## src/rtl/ssdp_pkg.sv

```systemverilog
package ssdp_pkg;
  localparam int BYTE_W    = 8;
  localparam int NUM_BYTES = 4;
  localparam int IDX_W     = $clog2(NUM_BYTES);
  localparam int ADDR_W    = IDX_W + 1;

  // strobes from the control unit to the datapath
  typedef struct packed {
    logic             loadShift;
    logic [IDX_W-1:0] loadIdx;
    logic             shiftEn;
    logic             storeRx;
    logic [IDX_W-1:0] storeIdx;
  } dpStrobe_t;

  function automatic logic [BYTE_W-1:0] flipByte(input logic [BYTE_W-1:0] v);
    logic [BYTE_W-1:0] r;
    for (int i = 0; i < BYTE_W; i++) r[i] = v[BYTE_W-1-i];
    return r;
  endfunction
endpackage

```

## src/rtl/ssdp_ctrl.sv

```systemverilog
module ssdp_ctrl
  import ssdp_pkg::*;
#(
  parameter int BYTE_W_P = BYTE_W
) (
  input  logic              clk,
  input  logic              rstN,
  input  logic [1:0]        frameLen,
  input  logic              frameStart,
  input  logic              shiftStb,
  input  logic              busRdEn,
  input  logic [ADDR_W-1:0] busAddr,
  output dpStrobe_t         stb,
  output logic              rxFull,
  output logic              overrun
);
  localparam int CNT_W = $clog2(BYTE_W_P);

  logic [CNT_W-1:0] bitCnt;
  logic [IDX_W-1:0] byteCnt;
  logic [IDX_W-1:0] lastIdx;
  logic             byteDone;
  logic             frameDone;
  logic             rdLast;

  always_comb begin
    case (frameLen)
      2'b00:   lastIdx = '0;
      2'b01:   lastIdx = IDX_W'(1);
      default: lastIdx = IDX_W'(NUM_BYTES - 1);
    endcase
  end

  assign byteDone  = shiftStb && !frameStart && (bitCnt == CNT_W'(BYTE_W_P - 1));
  assign frameDone = byteDone && (byteCnt == lastIdx);
  assign rdLast    = busRdEn && (busAddr == {1'b1, lastIdx});

  always_comb begin
    stb.loadShift = frameStart || byteDone;
    if (frameStart || frameDone) stb.loadIdx = '0;
    else                         stb.loadIdx = byteCnt + IDX_W'(1);
    stb.shiftEn  = shiftStb && !frameStart;
    stb.storeRx  = byteDone && !rxFull;
    stb.storeIdx = byteCnt;
  end

  always_ff @(posedge clk) begin
    if (!rstN) begin
      bitCnt  <= '0;
      byteCnt <= '0;
      rxFull  <= 1'b0;
      overrun <= 1'b0;
    end else begin
      if (frameStart) begin
        bitCnt  <= '0;
        byteCnt <= '0;
      end else if (shiftStb) begin
        bitCnt <= byteDone ? '0 : bitCnt + CNT_W'(1);
        if (byteDone) byteCnt <= frameDone ? '0 : byteCnt + IDX_W'(1);
      end
      if (frameDone && !rxFull) rxFull <= 1'b1;
      else if (rdLast)          rxFull <= 1'b0;
      if (frameStart)                overrun <= 1'b0;
      else if (frameDone && rxFull)  overrun <= 1'b1;
    end
  end

  // the flag only rises as a result of a shift pulse
  a_r5_full_from_shift: assert property (@(posedge clk) disable iff (!rstN)
    $rose(rxFull) |-> $past(shiftStb));
  // reading the top valid register empties the buffer
  a_r5_read_clears: assert property (@(posedge clk) disable iff (!rstN)
    (rxFull && rdLast) |=> !rxFull);
  // overrun needs an uncollected frame
  a_r6_overrun_when_full: assert property (@(posedge clk) disable iff (!rstN)
    $rose(overrun) |-> $past(rxFull));
  // restart clears position and overrun
  a_r8_start_restarts: assert property (@(posedge clk) disable iff (!rstN)
    frameStart |=> (bitCnt == '0 && byteCnt == '0 && !overrun));
endmodule

```

## src/rtl/ssdp_datapath.sv

```systemverilog
module ssdp_datapath
  import ssdp_pkg::*;
#(
  parameter int BYTE_W_P    = BYTE_W,
  parameter int NUM_BYTES_P = NUM_BYTES
) (
  input  logic                clk,
  input  logic                rstN,
  input  logic                msbFirst,
  input  logic                sampleStb,
  input  logic                serIn,
  input  dpStrobe_t           stb,
  input  logic                busWrEn,
  input  logic                busRdEn,
  input  logic [ADDR_W-1:0]   busAddr,
  input  logic [BYTE_W_P-1:0] busWrData,
  output logic [BYTE_W_P-1:0] busRdData,
  output logic                serOut
);
  logic [BYTE_W_P-1:0] txRegs [NUM_BYTES_P];
  logic [BYTE_W_P-1:0] rxRegs [NUM_BYTES_P];
  logic [BYTE_W_P-1:0] shiftReg;
  logic [BYTE_W_P-1:0] shiftNext;
  logic [BYTE_W_P-1:0] txPick;
  logic                sampledBit;
  logic [NUM_BYTES_P*BYTE_W_P-1:0] rxFlat;

  assign shiftNext = {sampledBit, shiftReg[BYTE_W_P-1:1]};
  assign txPick    = txRegs[stb.loadIdx];
  assign serOut    = shiftReg[0];

  always_ff @(posedge clk) begin
    if (!rstN) begin
      shiftReg   <= '0;
      sampledBit <= 1'b0;
    end else begin
      if (sampleStb) sampledBit <= serIn;
      if (stb.loadShift)    shiftReg <= msbFirst ? flipByte(txPick) : txPick;
      else if (stb.shiftEn) shiftReg <= shiftNext;
    end
  end

  for (genvar g = 0; g < NUM_BYTES_P; g++) begin : g_byte
    always_ff @(posedge clk) begin
      if (!rstN) begin
        txRegs[g] <= '0;
        rxRegs[g] <= '0;
      end else begin
        if (busWrEn && busAddr == {1'b0, IDX_W'(g)}) txRegs[g] <= busWrData;
        if (stb.storeRx && stb.storeIdx == IDX_W'(g))
          rxRegs[g] <= msbFirst ? flipByte(shiftNext) : shiftNext;
      end
    end
    assign rxFlat[g*BYTE_W_P +: BYTE_W_P] = rxRegs[g];
  end

  always_comb begin
    if (!busRdEn)                busRdData = '0;
    else if (busAddr[ADDR_W-1])  busRdData = rxRegs[busAddr[IDX_W-1:0]];
    else                         busRdData = txRegs[busAddr[IDX_W-1:0]];
  end

  // a plain shift brings the next bit to the output
  a_r2_serout_shift: assert property (@(posedge clk) disable iff (!rstN)
    (stb.shiftEn && !stb.loadShift) |=> serOut == $past(shiftReg[1]));
  // the sample pulse captures the line
  a_r3_sample_capture: assert property (@(posedge clk) disable iff (!rstN)
    sampleStb |=> sampledBit == $past(serIn));
  // receive bytes change only on a store strobe
  a_r7_rx_only_on_store: assert property (@(posedge clk) disable iff (!rstN)
    !stb.storeRx |=> $stable(rxFlat));
endmodule

```

## src/rtl/ssdp_top.sv

```systemverilog
module ssdp_top
  import ssdp_pkg::*;
(
  input  logic              clk,
  input  logic              rstN,
  input  logic [1:0]        frameLen,
  input  logic              msbFirst,
  input  logic              frameStart,
  input  logic              sampleStb,
  input  logic              shiftStb,
  input  logic              serIn,
  output logic              serOut,
  input  logic              busWrEn,
  input  logic              busRdEn,
  input  logic [ADDR_W-1:0] busAddr,
  input  logic [BYTE_W-1:0] busWrData,
  output logic [BYTE_W-1:0] busRdData,
  output logic              rxFull,
  output logic              overrun
);
  dpStrobe_t stb;

  ssdp_ctrl u_ctrl (
    .clk(clk), .rstN(rstN), .frameLen(frameLen), .frameStart(frameStart),
    .shiftStb(shiftStb), .busRdEn(busRdEn), .busAddr(busAddr),
    .stb(stb), .rxFull(rxFull), .overrun(overrun)
  );

  ssdp_datapath u_dp (
    .clk(clk), .rstN(rstN), .msbFirst(msbFirst), .sampleStb(sampleStb),
    .serIn(serIn), .stb(stb), .busWrEn(busWrEn), .busRdEn(busRdEn),
    .busAddr(busAddr), .busWrData(busWrData), .busRdData(busRdData),
    .serOut(serOut)
  );
endmodule

```

## config.mk

```make
export PLATFORM = sky130hd
export DESIGN_NAME = ssdp_top
export DESIGN_NICKNAME = d
export VERILOG_FILES = /design/src/rtl/ssdp_pkg.sv /design/src/rtl/ssdp_ctrl.sv /design/src/rtl/ssdp_datapath.sv /design/src/rtl/ssdp_top.sv
export SDC_FILE = /design/constraint.sdc
export NUM_CORES = 1
export LEC_CHECK = 0
export CAP_MARGIN = 15
export CORE_AREA = 2 2 79 111
export CTS_CLUSTER_DIAMETER = 150
export DETAILED_ROUTE_END_ITERATION = 8
export DIE_AREA = 0 0 81 113
export PLACE_DENSITY = 0.75
export SLEW_MARGIN = 40
export SYNTH_ARGS = -nofsm -noshare
export SYNTH_HDL_FRONTEND = slang
export SYNTH_HIERARCHICAL = 1
export SYNTH_SLANG_ARGS = --single-unit
```

## constraint.sdc

```tcl
create_clock -name clk -period 2.6 [get_ports clk]
set_clock_uncertainty 0.15 [all_clocks]
set_input_delay 0.52 -clock clk [delete_from_list [all_inputs] [get_ports clk]]
set_output_delay 0.52 -clock clk [all_outputs]
set_load 0.1 [all_outputs]
```

==> qor.csv, run 1 <==
metric;value;unit
outcome;finished, final reports clean;
transition at the pin with the smallest max-transition slack;0.7264;ns
number of standard-cell rows in the floorplan;39;
Vert. Die Dim;113;um
cell at the root of the clock tree;clkbuf_16;
Top Family by Delay on Critical Path;multiplexers;
# H-tree levels;3;
WHS;0.3271;ns
Fin. Hold Viols;0;
EDFF count, synth;64;
cell area after synthesis;4229;sq um
required time reported for the critical path endpoint;1.93;ns
post-route clock period utilization;0.9715;
area share of the largest cell type after synthesis;0.4544;
relative slew slack;0.5131;
Crit Path Category;input port to output port;
number of clock sinks;80;
delay of the slowest cell on the worst path;0.57;ns
placer's final routability congestion estimate;0.8007;
most used cell along the critical path;buf_12;
Worst IR Drop VDD;0.0004007;V
number of warnings printed during yosys synthesis;6;
antenna-violating nets left;0;
pin count of the biggest net entering global routing;23;
cell leakage power;1.961;nW
drt initial violations;213;
Die W;81;um
Hold Path Class;flop to flop;
final-report max-slew violation count;0;
synthesized instance count;319;
clock input transition at the sequential cells of the worst setup and hold paths;0.06;ns
capturing element type of the critical path;output port;
via count;2897;
per-cell routed wire length;20.41;um
gr usage total;0.2394;
insertion delay of the later-clocked pin in the worst-skew pair;0.33;ns
FMAX;395.9;MHz
vias in the first global route;2998;
DRC violation count after routing;0;
maximum capacitance violations;0;
average vias per placed instance;5.900;
Cell Area, Placed;4971;sq um
drt total wl;10020;um
count of unique library cells instantiated by Yosys;34;
share of cells above drive strength 1;0.2982;
Area growth syn-to-layout;27.54;%
total CTS buffers;9;
most frequent cells after synthesis;edfxtp_1, nor2_1, mux2i_1, and2_1, mux4_2;
number of antenna violations at the first check in global routing;0;
IO Pins;33;
Initial Utilization;0.5221;
crit-path cells;buf_2 > buf_12 > mux4_2 > mux2i_1 > nor2b_2 > buf_12;
final-stage net count;408;
first-pass GRT wire length;15680;um
Startpoint Class;input port;
Worst Path Max Fanout;8;
setup repair after global routing missed its margin;false;
area enclosed by the die boundary;9153;sq um
top cells by area in the synthesized netlist;edfxtp_1, mux4_2, mux2i_1, dfxtp_1, and2_1;
standard cell with the maximum stage delay on the critical path;mux4_2;
synthesized area per cell;13.26;sq um
diode insertion count for antenna repair;0;
Port Buf Inserts;32;
top cell type by total area after synthesis;edfxtp_1;
hold buffers post-CTS;0;
post-route cell area;5394;sq um
Buffers & Inverters on Critical Path;3;
area inside the core boundary;8100;sq um
sum of net half-perimeters after detailed placement;7059;um
Bufs on Longest Clock Path;2;
most instantiated library cell after synthesis;edfxtp_1;
sequential share of the synthesized area;0.5302;
remaining global-route overflow;0;
number of search-and-repair iterations in the first detailed-routing pass;4;
asr flop ratio synth;0;
clock tree from TritonCTS;done;
Worst EP arrival;1.86;ns
Synth Register Bits;80;
total setup violations reported at the end of the flow;0;
post-route minimum period;2.526;ns
Net Count, Synth;343;
Most used DFF post-synth;edfxtp_1;
Pwr Density;609.4;nW/um^2
==> layer usage <==
layer | track usage | vias to the layer above | share of wire
met5 | 0 | - | 0
met4 | 0.1153 | 0 | 0.027
met3 | 0.03668 | 22 | 0.051
met2 | 0.4187 | 120 | 0.56
met1 | 0.2827 | 1434 | 0.36
li1 | - | 1321 | -
==> area by class of cell <==
type	instances	area (sq um)
fillers	596	2706
flip-flops and latches	80	2242
multi-input cells	219	1914
repair buffers	70	789.5
clock buffers	9	225.2
well taps	102	127.6
clock inverters	7	80.08
inverters	4	15.01
==> what timing repair did <==
action,in CTS,in global routing
setup buffers,3,0
endpoints found under the setup margin,8,7
resized for setup,17,6
gates cloned,2,1
==> path summary, 6_finish.rpt <==
check,from,endpoint,slack [ns],cells past startpoint
worst min register to register,u_ctrl/bitCnt[2],u_ctrl/bitCnt[2],0.33,2
worst max register to register,u_ctrl/bitCnt[0],u_dp/shiftReg[4],0.17,10
worst min-delay path,u_ctrl/bitCnt[2],u_ctrl/bitCnt[2],0.33,2
worst max-delay path,busAddr[0],busRdData[2],0.07,6
==> kinds of logic (layout without fill, tap and decap cells) <==
logic type	after synthesis	after routing	synth area share
flip-flops	80	80	0.5302
AO/OA/AOI/OAI	33	33	0.04408
buffers and inverters	20	90	0.03728
adder cells (fa/ha/maj)	2	2	0.005916
AND/OR/NAND/NOR	115	115	0.1450
multiplexers	66	66	0.2314
XOR/XNOR	3	3	0.006214
==> flip-flops by register name, summed over array words and instances (netlist names) <==
signal / flops
u_ctrl/rxFull: 1
u_dp/rxRegs: 32
u_dp/sampledBit: 1
u_ctrl/bitCnt: 3
u_dp/txRegs: 32
u_ctrl/byteCnt: 2
u_ctrl/overrun: 1
u_dp/shiftReg: 8
==> where the power goes <==
group	leakage [nW]	switching (mW)	internal, mW
combinational	1.06	0.283	0.248
clock	0.143	0.516	0.753
sequential	0.757	0.0398	1.45
==> stage by stage <==
stage                     TNS, ns  utilization  std cells  setup WS, ns  total power [mW]
final                           0       0.6659        491       0.07409             3.287
after global routing            0       0.6659        491       0.03026             3.391
after CTS                       0       0.6644        490      0.004304             3.302
after detailed placement   -6.058       0.6137        469       -0.3840             2.014
after global placement     -6.314       0.6131        469       -0.4349             2.001
after floorplan           -0.1758            -        319       -0.1758             1.814
==> placed cells by master, fill, tap and decap left out, types with 2 or more instances in the layout <==
cell type,instances
dfxtp_1,16
inv_6,2
mux4_1,2
clkdlybuf4s50_1,18
mux2_2,8
nor2_1,39
buf_12,14
mux2i_1,28
clkinvlp_4,2
nand4_1,2
nor2b_2,4
inv_1,4
clkbuf_16,9
nand2_1,8
or3_1,2
buf_2,2
xnor2_1,2
clkinv_4,2
buf_4,32
edfxtp_1,64
nor3_2,2
ha_1,2
a21oi_1,12
mux4_2,22
and2_1,32
nor2b_1,5
nand3b_1,2
buf_16,2
nand2b_1,8
nand3_1,4
nor2b_4,4
o21ai_0,15
mux2i_2,5
==> worst register-to-register path, delay by kind of cell, from the launching register on <==
family          cells  cell delay, ns
fa+ha+maj           2            0.42
flops               1            0.32
compound gates      3            0.44
simple gates        1            0.09
mux                 2            0.62
buf+inv             2            0.31
No activity file was read; power rests on OpenSTA's default activity.
==> inputs of run 2 (changes only) <==
--- a/config.mk
+++ b/config.mk
@@ -6,11 +6,11 @@
 export NUM_CORES = 1
 export LEC_CHECK = 0
 export CAP_MARGIN = 15
-export CORE_AREA = 2 2 79 111
+export CORE_AREA = 2 2 76 107
 export CTS_CLUSTER_DIAMETER = 150
 export DETAILED_ROUTE_END_ITERATION = 8
-export DIE_AREA = 0 0 81 113
-export PLACE_DENSITY = 0.75
+export DIE_AREA = 0 0 78 109
+export PLACE_DENSITY = 0.84
 export SLEW_MARGIN = 40
 export SYNTH_ARGS = -nofsm -noshare
 export SYNTH_HDL_FRONTEND = slang
==> constraint.sdc (replaced) <==
create_clock -name clk -period 2.76 [get_ports clk]
set_clock_uncertainty 0.15 [all_clocks]
set_input_delay 0.552 -clock clk [delete_from_list [all_inputs] [get_ports clk]]
set_output_delay 0.552 -clock clk [all_outputs]
set_load 0.1 [all_outputs]
==> run 2 against run 1 <==
Global-route usage rose by 0.16 points. Die area is 7.1% lower. Largest cell class unchanged. Core utilization up 1.3 points. Critical path depth did not move. Critical endpoint is now busRdData[0]. Power decreased by 15%. Non-clock buffer count is 9 lower. Final cell count down 2.2%. Flip-flop and latch count did not move. Combinational power down 12%. Clock power fell by 28%. Routed wire length shrank 4.8%. Cell area is 4.3% lower.
==> qor.csv, run 2 (synthesized netlist as in run 1, its figures left out) <==
metric;value;unit;change
post-CTS setup buffer count;0;;-3
DRC violation count after routing;0;;unchanged
IO Pins;33;;unchanged
number of search-and-repair iterations in the first detailed-routing pass;6;;+2
number of antenna violations at the first check in global routing;0;;unchanged
share of cells above drive strength 1;0.2605;;-0.03767
most frequent cells in the layout;edfxtp_1, nor2_1, mux2i_1, and2_1, buf_4;;
Crit Path Category;input port to output port;;
final-report max-slew violation count;0;;unchanged
FMAX;367.4;MHz;
commonest non-fill, non-tap cell in the layout;edfxtp_1;;
post-cts sizing count;8;;-9
biggest regs;u_dp/rxRegs x32, u_dp/txRegs x32, u_dp/shiftReg x8;;
number of instances on the worst hold path;2;;unchanged
area inside the core boundary;7607;sq um;-6.1%
Fin. Hold Viols;0;;unchanged
Initial Utilization;0.5559;;+0.03383
clock tree from TritonCTS;done;;
clock input transition at the sequential cells of the worst setup and hold paths;0.08;ns;+0.02 ns
overall power;2.786;mW;-15%
Worst Path Max Fanout;6;;-2
pin count of the biggest net entering global routing;23;;unchanged
startpoint of the lowest-slack register-to-register path;u_ctrl/bitCnt[0];;
total CTS buffers;9;;unchanged
Bufs on Longest Clock Path;2;;unchanged
average vias per placed instance;6.004;;+1.8%
reg-to-reg slack, setup;0.38;ns;+0.21 ns
area occupied by multi-input gates;1884;sq um;-1.6%
fill cell count;539;;-9.6%
hold buffers post-CTS;0;;unchanged
relative slew slack;0.5514;;+0.03831
transition at the pin with the smallest max-transition slack;0.6693;ns;-0.05715 ns
Die W;78;um;-3.7%
FF-to-FF path depth;9;;-1
number of clock sinks;80;;unchanged
cell at the root of the clock tree;clkbuf_8;;
Worst EP arrival;2.02;ns;+0.16 ns
area enclosed by the die boundary;8502;sq um;-7.1%
Pwr Density;539.9;nW/um^2;-11%
pre-CTS WS;-0.2000;ns;+0.1840 ns
final-stage net count;399;;-2.2%
placer's final routability congestion estimate;0.9047;;+13%
gr usage total;0.2410;;+0.001608
Worst IR Drop VDD;0.0003592;V;-10%
diode insertion count for antenna repair;0;;unchanged
drt initial violations;316;;+48%
Startpoint Class;input port;;
post-route clock period utilization;0.9863;;
setup repair after global routing missed its margin;false;;
antenna-violating nets left;0;;unchanged
first-pass GRT wire length;14790;um;-5.6%
FF-to-FF End;u_dp/shiftReg[5];;
final sum of negative setup slack;0;ns;unchanged
total setup violations reported at the end of the flow;0;;unchanged
cell leakage power;1.857;nW;-5.3%
register area;2242;sq um;unchanged
Area growth syn-to-layout;22.04;%;
number of standard-cell rows in the floorplan;38;;-2.6%
insertion delay of the later-clocked pin in the worst-skew pair;0.37;ns;+0.04 ns
outcome;finished, final reports clean;;
post-route cell area;5161;sq um;-4.3%
per-cell routed wire length;19.87;um;-2.6%
worst hold path endpoint;u_ctrl/bitCnt[0];;
vias in the first global route;2947;;-1.7%
post-layout worst setup margin;0.03785;ns;-0.03623 ns
remaining global-route overflow;0;;unchanged
Min-Delay Startpoint;u_ctrl/bitCnt[0];;
required time reported for the critical path endpoint;2.06;ns;+0.13 ns
post-route minimum period;2.722;ns;
drt total wl;9537;um;-4.8%
# H-tree levels;3;;unchanged
maximum capacitance violations;0;;unchanged
Hold Path Class;flop to flop;;
sum of net half-perimeters after detailed placement;6797;um;-3.7%
Vert. Die Dim;109;um;-3.5%
capturing element type of the critical path;output port;;
Cell Area, Placed;4898;sq um;-1.5%
via count;2882;;-0.52%
Port Buf Inserts;32;;unchanged
[run 2: cell count changes in the layout (fill, tap and decap cells not counted), sizes merged, moves of 2 or more]
| cell | change |
|---|---|
| clkbuf | +3 |
| buf | -12 |
| clkinvlp | -2 |
| inv | -2 |
[run 2: area by class of cell]
type | count | share of cell area
Multi-Input combinational cell | 219 | 0.3651
Clock buffer | 12 | 0.02618
Clock inverter | 4 | 0.01358
Timing Repair Buffer | 61 | 0.1336
Tap cell | 100 | 0.02424
Inverter | 4 | 0.002909
Sequential cell | 80 | 0.4344
[run 2: worst max path at each step]
stage,endpoint,depth (start not counted),startpoint,slack (ns)
final,busRdData[0],6,busAddr[0],0.04
after global routing,busRdData[0],6,busAddr[0],0.004
after CTS,busRdData[0],6,busAddr[0],0.02
after detailed placement,busRdData[6],6,busAddr[0],-0.20
after global placement,u_dp/shiftReg[2],6,frameLen[1],-0.25
after floorplan,busRdData[2],5,busAddr[0],-0.08
[run 2: critical path, stage by stage]
cell             delay, ns
clkdlybuf4s15_2       0.24
bufbuf_16             0.29
mux4_2                0.51
mux2i_1               0.18
nor2b_2               0.08
buf_12                0.17
[run 2: per-layer routing]
| layer | global-route usage | part of all wire |
|---|---|---|
| met1 | 0.2646 | 0.35 |
| met2 | 0.4310 | 0.55 |
| met3 | 0.06043 | 0.066 |
| met4 | 0.1241 | 0.033 |
| met5 | 0 | 0 |
[run 2: per-stage QoR]
stage	hold WS, ns	std cells	utilization
2_1_floorplan	0.2995	319	-
3_3_place_gp	0.3102	463	0.6433
3_5_place_dp	0.3383	463	0.6439
4_1_cts	0.3551	480	0.6778
5_1_grt	0.3804	480	0.6785
6_report	0.3499	480	0.6785
[run 2: power by group]
part           total [mW]  switching, mW  internal, mW
logic               0.469          0.252         0.217
clock network       0.914          0.407         0.507
registers            1.40         0.0398          1.36
total                2.79          0.698          2.09
